==> src/rtl/esv_pkg.sv <==
package esv_pkg;
  // Component tag carried with each active sample
  typedef enum logic [1:0] {
    TAG_CB = 2'd0,
    TAG_Y0 = 2'd1,
    TAG_CR = 2'd2,
    TAG_Y1 = 2'd3
  } tag_e;

  // Status bit positions that neighbouring logic decodes
  localparam int FLD_BIT = 6;
  localparam int VBL_BIT = 5;
  localparam int END_BIT = 4;

  // Number of preamble bytes before the status byte
  localparam int PRE_LEN = 3;
endpackage

==> src/rtl/esv_code_detect.sv <==
module esv_code_detect #(
  parameter int DW = 8
) (
  input  logic          clk,
  input  logic          rst,
  input  logic          en_i,
  input  logic [DW-1:0] data_i,
  output logic          hit_o
);
  typedef enum logic [1:0] {S_SEEK, S_ONES, S_ZERO1, S_ZERO2} st_e;

  localparam logic [DW-1:0] ALL_ONES  = {DW{1'b1}};
  localparam logic [DW-1:0] ALL_ZEROS = {DW{1'b0}};

  st_e st_q, st_d;
  logic is_ones, is_zeros;

  assign is_ones  = (data_i == ALL_ONES);
  assign is_zeros = (data_i == ALL_ZEROS);

  always_comb begin
    st_d = st_q;
    case (st_q)
      S_SEEK:  st_d = is_ones ? S_ONES : S_SEEK;
      S_ONES:  st_d = is_zeros ? S_ZERO1 : (is_ones ? S_ONES : S_SEEK);
      S_ZERO1: st_d = is_zeros ? S_ZERO2 : (is_ones ? S_ONES : S_SEEK);
      default: st_d = S_SEEK;  // status byte consumed
    endcase
  end

  always_ff @(posedge clk) begin
    if (rst) st_q <= S_SEEK;
    else if (en_i) st_q <= st_d;
  end

  assign hit_o = en_i && (st_q == S_ZERO2);


  hold_when_idle_chk: assert property (@(posedge clk) disable iff (rst)
    !en_i |=> $stable(st_q));
endmodule

==> src/rtl/esv_sample_pipe.sv <==
module esv_sample_pipe
  import esv_pkg::*;
#(
  parameter int DW    = 8,
  parameter int DEPTH = PRE_LEN
) (
  input  logic          clk,
  input  logic          rst,
  input  logic          en_i,
  input  logic [DW-1:0] data_i,
  input  logic          hit_i,
  input  logic          end_i,
  output logic [DW-1:0] pix_data_o,
  output logic [1:0]    pix_tag_o,
  output logic          pix_valid_o
);
  localparam int LAST = DEPTH - 1;

  logic          active_q;
  logic [1:0]    phase_q;
  logic [DW-1:0] st_d [DEPTH];
  tag_e          st_t [DEPTH];
  logic          st_k [DEPTH];
  logic [DW-1:0] out_d_q;
  tag_e          out_t_q;
  logic          out_v_q;

  // Active window and component phase
  always_ff @(posedge clk) begin
    if (rst) begin
      active_q <= 1'b0;
      phase_q  <= 2'd0;
    end else if (en_i) begin
      if (hit_i) begin
        active_q <= !end_i;
        phase_q  <= 2'd0;
      end else if (active_q) begin
        phase_q <= phase_q + 2'd1;
      end
    end
  end

  // Delay line long enough to retract a whole preamble
  always_ff @(posedge clk) begin
    if (rst) begin
      for (int i = 0; i < DEPTH; i++) begin
        st_d[i] <= '0;
        st_t[i] <= TAG_CB;
        st_k[i] <= 1'b0;
      end
    end else if (en_i) begin
      st_d[0] <= data_i;
      st_t[0] <= tag_e'(phase_q);
      st_k[0] <= active_q && !hit_i;
      for (int i = 1; i < DEPTH; i++) begin
        st_d[i] <= st_d[i-1];
        st_t[i] <= st_t[i-1];
        st_k[i] <= st_k[i-1] && !hit_i;
      end
    end
  end

  always_ff @(posedge clk) begin
    if (rst) begin
      out_d_q <= '0;
      out_t_q <= TAG_CB;
      out_v_q <= 1'b0;
    end else begin
      out_v_q <= en_i && st_k[LAST] && !hit_i;
      if (en_i) begin
        out_d_q <= st_d[LAST];
        out_t_q <= st_t[LAST];
      end
    end
  end

  assign pix_data_o  = out_d_q;
  assign pix_tag_o   = out_t_q;
  assign pix_valid_o = out_v_q;


  no_code_leak_chk: assert property (@(posedge clk) disable iff (rst)
    hit_i |=> !out_v_q);


  phase_restart_chk: assert property (@(posedge clk) disable iff (rst)
    (hit_i && !end_i) |=> (phase_q == 2'd0) && active_q);


  closed_after_end_chk: assert property (@(posedge clk) disable iff (rst)
    (hit_i && end_i) |=> !active_q);
endmodule

==> src/rtl/esv_sync_gen.sv <==
module esv_sync_gen
  import esv_pkg::*;
#(
  parameter int DW = 8
) (
  input  logic          clk,
  input  logic          rst,
  input  logic          hit_i,
  input  logic [DW-1:0] status_i,
  output logic          field_o,
  output logic          vblank_o,
  output logic          sav_o,
  output logic          eav_o,
  output logic          hsync_o,
  output logic          vsync_o
);
  logic fld_q, vbl_q, sav_q, eav_q, hs_q, vs_q;
  logic is_end;

  assign is_end = status_i[END_BIT];

  always_ff @(posedge clk) begin
    if (rst) begin
      fld_q <= 1'b0;
      vbl_q <= 1'b0;
      sav_q <= 1'b0;
      eav_q <= 1'b0;
      hs_q  <= 1'b0;
      vs_q  <= 1'b0;
    end else begin
      sav_q <= hit_i && !is_end;
      eav_q <= hit_i && is_end;
      if (hit_i) begin
        fld_q <= status_i[FLD_BIT];
        vbl_q <= status_i[VBL_BIT];
        hs_q  <= is_end;
        if (is_end) vs_q <= status_i[VBL_BIT];
      end
    end
  end

  assign field_o  = fld_q;
  assign vblank_o = vbl_q;
  assign sav_o    = sav_q;
  assign eav_o    = eav_q;
  assign hsync_o  = hs_q;
  assign vsync_o  = vs_q;


  strobes_apart_chk: assert property (@(posedge clk) disable iff (rst)
    (sav_q || eav_q) |=> !(sav_q || eav_q));


  hs_rise_chk: assert property (@(posedge clk) disable iff (rst)
    $rose(hs_q) |-> eav_q);


  hs_fall_chk: assert property (@(posedge clk) disable iff (rst)
    $fell(hs_q) |-> sav_q);


  vs_hold_chk: assert property (@(posedge clk) disable iff (rst)
    !eav_q |-> $stable(vs_q));


  flags_hold_chk: assert property (@(posedge clk) disable iff (rst)
    !(sav_q || eav_q) |-> ($stable(fld_q) && $stable(vbl_q)));
endmodule

==> src/rtl/esv_decoder.sv <==
module esv_decoder
  import esv_pkg::*;
#(
  parameter int DW = 8
) (
  input  logic          clk,
  input  logic          rst,
  input  logic          en_i,
  input  logic [DW-1:0] data_i,
  output logic [DW-1:0] pix_data_o,
  output logic [1:0]    pix_tag_o,
  output logic          pix_valid_o,
  output logic          field_o,
  output logic          vblank_o,
  output logic          sav_o,
  output logic          eav_o,
  output logic          hsync_o,
  output logic          vsync_o
);
  logic hit;

  esv_code_detect #(.DW(DW)) u_detect (
    .clk    (clk),
    .rst    (rst),
    .en_i   (en_i),
    .data_i (data_i),
    .hit_o  (hit)
  );

  esv_sample_pipe #(.DW(DW), .DEPTH(PRE_LEN)) u_pipe (
    .clk         (clk),
    .rst         (rst),
    .en_i        (en_i),
    .data_i      (data_i),
    .hit_i       (hit),
    .end_i       (data_i[END_BIT]),
    .pix_data_o  (pix_data_o),
    .pix_tag_o   (pix_tag_o),
    .pix_valid_o (pix_valid_o)
  );

  esv_sync_gen #(.DW(DW)) u_sync (
    .clk      (clk),
    .rst      (rst),
    .hit_i    (hit),
    .status_i (data_i),
    .field_o  (field_o),
    .vblank_o (vblank_o),
    .sav_o    (sav_o),
    .eav_o    (eav_o),
    .hsync_o  (hsync_o),
    .vsync_o  (vsync_o)
  );


  strobe_not_pixel_chk: assert property (@(posedge clk) disable iff (rst)
    (sav_o || eav_o) |-> !pix_valid_o);
endmodule

==> config.mk <==
export PLATFORM = sky130hd
export DESIGN_NAME = esv_decoder
export DESIGN_NICKNAME = d
export VERILOG_FILES = /design/src/rtl/esv_pkg.sv /design/src/rtl/esv_code_detect.sv /design/src/rtl/esv_sample_pipe.sv /design/src/rtl/esv_sync_gen.sv /design/src/rtl/esv_decoder.sv
export SDC_FILE = /design/constraint.sdc
export NUM_CORES = 1
export LEC_CHECK = 0
export BUFFER_PORTS_ARGS = -buffer_cell sky130_fd_sc_hd__buf_2
export CORE_UTILIZATION = 25
export CTS_CLUSTER_DIAMETER = 100
export DETAILED_ROUTE_END_ITERATION = 8
export GPL_TIMING_DRIVEN = 0
export HOLD_SLACK_MARGIN = 0.03
export PLACE_DENSITY = 0.43
export SYNTH_ARGS = -nofsm -noshare
export SYNTH_HDL_FRONTEND = slang
export SYNTH_SLANG_ARGS = --single-unit
==> constraint.sdc <==
create_clock -name clk -period 1.65 [get_ports clk]
set_input_delay 0.33 -clock clk [delete_from_list [all_inputs] [get_ports clk]]
set_output_delay 0.33 -clock clk [all_outputs]
set_load 0.01 [all_outputs]
==> metrics, run 1 <==
outcome completed; syn nets 169; Rows 32; initial core utilization a little over a quarter; Post-DP HPWL 2.43 mm; drt total wl 3.75 mm; Worst Path Arrival between 1.5 and 2 ns; post-CTS setup buffer count 0; Worst VDD drop 0.000323 V; Combinational Power Share 5.7%; RSZ-0062 raised after global routing no; hold depth 2; critical path peak fanout 34; Net Switching 0.534 mW; pwr/cell area ~1000 nW/µm²; Final Slew Violations 0; Via Count 1218; Sink Count 55; WP data required 1.86 ns; Ports 28; vias per cell 4.13; Worst Setup Start Kind input pin; hold crit path type input pin to flop; Max Fclk 0.758 GHz; gpl congestion just under 0.7; Seq pwr share 62.9%; power share of the clock group 31.5%; post_cts resized 0; final setup violating endpoints 0; largest net degree at the start of global routing 35; transition time of the tightest slew-check pin between 0.5 and 0.6 ns; WHS 0.245 ns; Critical Path Sink Type flop; Setup CP Type input pin to flop; Syn Area/Cell 13.1 µm²; Synth async-reset ratio 0%; fin area approximately 2400 µm²; placed cell areas 2340 µm²; area of the multi-input gates between 600 and 700 µm²; max_slew headroom between 60% and 70%; Skew-Pair Late Insertion Delay 0.30 ns; core area 7890 µm²; Antenna Violating Nets Remaining 0; share of cells above drive strength 1 20.2%; leakage power ~1.0 nW; number of global-route vias before repair ~1200; initial DRC count 53; Mapped Area 2080 µm²; number of synthesized register bits 55; sequential element share of the synthesized area 68.9%; Post-synth EDFFs 33; Inserted Clock Buffers 5; final critical-path required period approximately 1.3 ns; sequential cell area 1430 µm²; Final nets 203; Yosys warning count 0; clk buf depth 2; r2r worst-path depth 3; Final Core Density a little under a third; total power 2.44 mW; Final Cycle Share 80.0%; CTS clk-pin slew, worst paths 0.10 ns; hold_sp data_i[4]; ys flop type edfxtp_1; Pre-antenna DRT Iters 4; origin of the critical flop-to-flop path u_detect.st_q[0]; Max H-tree Level 2; non-filler cells, final approximately 300; synth-to-layout area growth 17.1%; antenna violations before repair 0; Die ar. ~8700 µm²; GR Overflow Total 0; dpl cells ~290; CTS tree yes; die height 93.2 µm; # diodes 0; gr usage total around a tenth; DRC 0; switching share of power 21.8%; port bufs 27; clk_skew 0.00545 ns; Synth Instances about 160; hold_buf cts 0; global-route wire length before repair 6.24 mm; FF-to-FF End u_pipe.active_q; clock root cell clkbuf_8; Die Width 93.2 µm; final hold vios 0; Pint roughly 1.9 mW; routed len/inst 12.7 µm; Max Cap Viol 0; Netlist cell types 28; FILL cells a little over 800; Hold EP u_sync.sav_o; Reg2Reg Setup Slack 0.48 ns
critical path, stage by stage:
cell and delay [ns]:
buf_2 0.12, buf_2 0.25, or2_4 0.48, o41ai_2 0.15
a22o_1 0.20
synthesized netlist by cell type, types with 2 or more instances:
master / number / area [µm²]
edfxtp_1: 33 / 991
and2_1: 28 / 175
dfxtp_1: 22 / 440
nor2_1: 18 / 67.6
mux2i_1: 14 / 140
clkbuf_1: 5 / 18.8
nor3_1: 4 / 20.0
and3_1: 3 / 18.8
nand2b_1: 3 / 18.8
nand4_1: 3 / 18.8
a21oi_1: 2 / 10.0
buf_2: 2 / 10.0
inv_1: 2 / 7.51
nand2_1: 2 / 7.51
nand3_1: 2 / 10.0
nor2b_1: 2 / 12.5
o21ai_0: 2 / 10.0
through the flow:
step	TNS (ns)	setup slack, ns
detailed placement	-6.93	-0.334
finish	0	0.330
CTS	0	0.00641
global placement	-6.48	-0.309
floorplan	0	0.174
global route	0	0.224
cells in the final DEF (no fill, tap or decap), types with 3 or more instances in the layout:
master,netlist,layout
and2_1,28,28
and3_1,3,3
buf_2,2,29
clkbuf_1,5,6
clkbuf_8,0,6
dfxtp_1,22,22
edfxtp_1,33,33
mux2i_1,14,14
nand2b_1,3,3
nand4_1,3,3
nor2_1,18,18
nor3_1,4,4
worst max path at each step:
stage          slack (ns)          endpoint  cells past startpoint  from
2_1_floorplan        0.17  u_detect.st_q[1]                      4  en_i
3_3_place_gp        -0.31  u_detect.st_q[1]                      5  en_i
3_5_place_dp        -0.33  u_detect.st_q[1]                      5  en_i
4_1_cts             0.006  u_detect.st_q[1]                      5  en_i
5_1_grt              0.22  u_detect.st_q[1]                      5  en_i
6_report             0.33  u_detect.st_q[1]                      5  en_i
flip-flops by register name (all words and copies together), names as in the netlist, 2 cells and up:
signal and cells:
u_pipe.st_t 6, u_pipe.pix_data_o 8, u_pipe.st_k 3, u_pipe.st_d 24, u_pipe.pix_tag_o 2, u_detect.st_q 2, u_pipe.phase_q 2
final cells by class:
class,instances,area share (%)
multi-input cells,94,25.2
well taps,102,5.25
clock inverters,1,0.154
plain buffers,7,1.18
inverters,2,0.309
flip-flops and latches,55,58.8
clock buffers,7,3.55
repair buffers,27,5.56
metal layers:
layer  global-route usage, %  vias up  part of all wire, %
met5                       0        -                    0
met4                    3.46        0                 0.96
met3                    2.93        5                  4.5
met2                    13.4       32                   40
met1                    13.8      560                   55
li1                        -      621                    -
logic make-up (layout without fill, tap and decap cells):
family / after synthesis / count (layout) / share of synthesized area, %
compound gates: 10 / 10 / 3.74
simple gates: 70 / 70 / 18.9
buf+inv: 9 / 44 / 1.75
flops: 55 / 55 / 68.9
mux: 14 / 14 / 6.75
power by group through the flow:
stage               registers, mW  logic, mW  clock network, mW
finish                       1.54      0.139              0.769
global route                 1.54      0.159              0.851
CTS                          1.54      0.143              0.801
detailed placement           1.57      0.143                  0
global placement             1.57      0.141                  0
floorplan                    1.57     0.0774                  0
Note: power is estimated with default switching activity, not from simulation.
==> inputs of run 2 (changes only) <==
--- a/config.mk
+++ b/config.mk
@@ -11,7 +11,7 @@
 export DETAILED_ROUTE_END_ITERATION = 8
 export GPL_TIMING_DRIVEN = 0
 export HOLD_SLACK_MARGIN = 0.03
-export PLACE_DENSITY = 0.43
+export PLACE_DENSITY = 0.45
 export SYNTH_ARGS = -nofsm -noshare
 export SYNTH_HDL_FRONTEND = slang
 export SYNTH_SLANG_ARGS = --single-unit
==> constraint.sdc (replaced) <==
create_clock -name clk -period 1.1 [get_ports clk]
set_input_delay 0.22 -clock clk [delete_from_list [all_inputs] [get_ports clk]]
set_output_delay 0.22 -clock clk [all_outputs]
set_load 0.01 [all_outputs]
==> run 2 against run 1 <==
  * Worst setup slack lost 0.29 ns
  * Core utilization increased by 0.68 points
  * Register-to-register slack got worse by 0.36 ns
  * Clock-buffer cell count down 2
  * Largest power group unchanged
  * Highest routed layer unchanged
==> metrics, run 2 (synthesized netlist as in run 1, its figures left out) <==
final critical-path required period around 1.1 ns; hold crit path type input pin to flop; vias per cell 4.18; CTS clk-pin slew, worst paths 0.10 ns; routed len/inst 12.6 µm; clk buf depth 2; Max H-tree Level 2; CP Launch Point en_i; hold_sp data_i[4]; die height 93.2 µm; r2r worst-path depth 2; final setup violating endpoints 0; Inserted Clock Buffers 5; global-route wire length before repair 5.93 mm; transition time of the tightest slew-check pin 0.594 ns; pwr/cell area between 1500 and 2000 nW/µm²; power share of the clock group 34.3%; post-CTS setup buffer count 0; Hold EP u_sync.sav_o; gr usage total 9.20%; Via Count ~1200; CTS tree yes; family with the most delay on the worst path simple AND/OR/NAND/NOR gates; port bufs 27; outcome completed; Worst Path Arrival 1.03 ns; clk_skew about 0.0044 ns; Max Fclk 0.941 GHz; Sink Count 55; worst-path cell with the longest stage delay or2_2; clock root cell clkbuf_8; Pint 3.03 mW; worst path bufs/invs 2; Rows 32; FF-to-FF End u_pipe.st_k[0][2]; final hold vios 0; Setup CP Type input pin to flop; Post-DP HPWL 2.41 mm; DP Worst Slack -0.468 ns; Worst VDD drop 0.000803 V; Combinational Power Share about 5.6%; Reg2Reg Setup Slack 0.12 ns; Max Cap Viol 0; drt total wl 3.74 mm; Ports 28; critical path peak fanout 17; GR Overflow Total 0; share of cells above drive strength 1 24.2%; WHS 0.144 ns; # diodes 0; max reg flops 24; synth-to-layout area growth 19.7%; Worst Setup Start Kind input pin; Net Switching 0.806 mW; most frequent cells in the layout edfxtp_1 (33), and2_1 (28), buf_2 (26); worst path cell trace buf_2, buf_2, or2_2; initial DRC count 40; Pre-antenna DRT Iters 4; Die Width roughly 93 µm; hold depth 2; RSZ-0062 raised after global routing yes; Seq pwr share 60.0%; WP data required 1.06 ns; hold_buf cts 0; final setup margin 0.0377 ns; Die ar. between 8000 and 9000 µm²; Antenna Violating Nets Remaining 0; Levels on crit path 3; origin of the critical flop-to-flop path u_detect.st_q[1]; Final Slew Violations 0; Biggest register u_pipe.st_d; antenna violations before repair 0; crit-path max cell delay about 0.44 ns; DRC 0; Skew-Pair Late Insertion Delay around 0.30 ns; max_slew headroom 60.4%; Final nets about 200; switching share of power around a fifth; leakage power between 1 and 1.5 nW; gpl congestion 0.714; largest net degree at the start of global routing 18; Final Cycle Share 96.6%; number of global-route vias before repair between 1000 and 1500; commonest non-fill, non-tap cell in the layout edfxtp_1; core area 7890 µm²; Top cell by count, worst path buf_2; Critical Path Sink Type flop; initial core utilization 26.3%
-- run 2: repair_timing --
action                     in CTS  in global routing
gates cloned                    1                  0
pin swaps                       1                  1
gates resized for setup         0                 11
setup endpoints to repair      41                 23
hold endpoints to repair        0                  0
-- run 2: layout make-up --
class                           count  area (µm²)
Buffer                              7        32.5
Clock buffer                        5        68.8
Clock inverter                      3        38.8
Fill cell                         821        5400
Inverter                            2        7.51
Multi-Input combinational cell     95         629
Sequential cell                    55        1430
Tap cell                          102         128
Timing Repair Buffer               27         148
-- run 2: power by group through the flow --
stage / clock network (mW) / logic (mW) / registers, mW
2_1_floorplan: 0 / 0.118 / 2.36
3_3_place_gp: 0 / 0.212 / 2.35
3_5_place_dp: 0 / 0.214 / 2.35
4_1_cts: 1.37 / 0.217 / 2.31
5_1_grt: 1.44 / 0.243 / 2.32
6_report: 1.32 / 0.216 / 2.31
-- run 2: stage by stage --
step	instances	total power, mW	setup TNS, ns	utilization (%)	area [µm²]
after floorplan	158	2.47	-0.156	-	2080
after global placement	287	2.56	-21.52	29.7	2350
after detailed placement	287	2.57	-21.62	29.7	2350
after CTS	296	3.89	-0.263	31.2	2460
after global routing	296	3.99	-0.0438	31.5	2490
final	296	3.84	0	31.5	2490
-- run 2: metal layers --
layer | share of wire (%) | vias up | global-route usage, %
met2 | 38 | 41 | 12.2
met5 | 0 | - | 0
met3 | 5.3 | 7 | 2.85
met4 | 1.8 | 0 | 3.72
li1 | - | 627 | -
met1 | 54 | 562 | 13.6
-- run 2: how the worst max path moves through the flow --
stage	end	slack [ns]
floorplan	u_detect.st_q[1]	-0.12
global placement	u_detect.st_q[1]	-0.46
detailed placement	u_detect.st_q[1]	-0.47
CTS	u_sync.field_o	-0.06
global route	u_detect.st_q[1]	-0.01
finish	u_pipe.st_d[1][2]	0.04
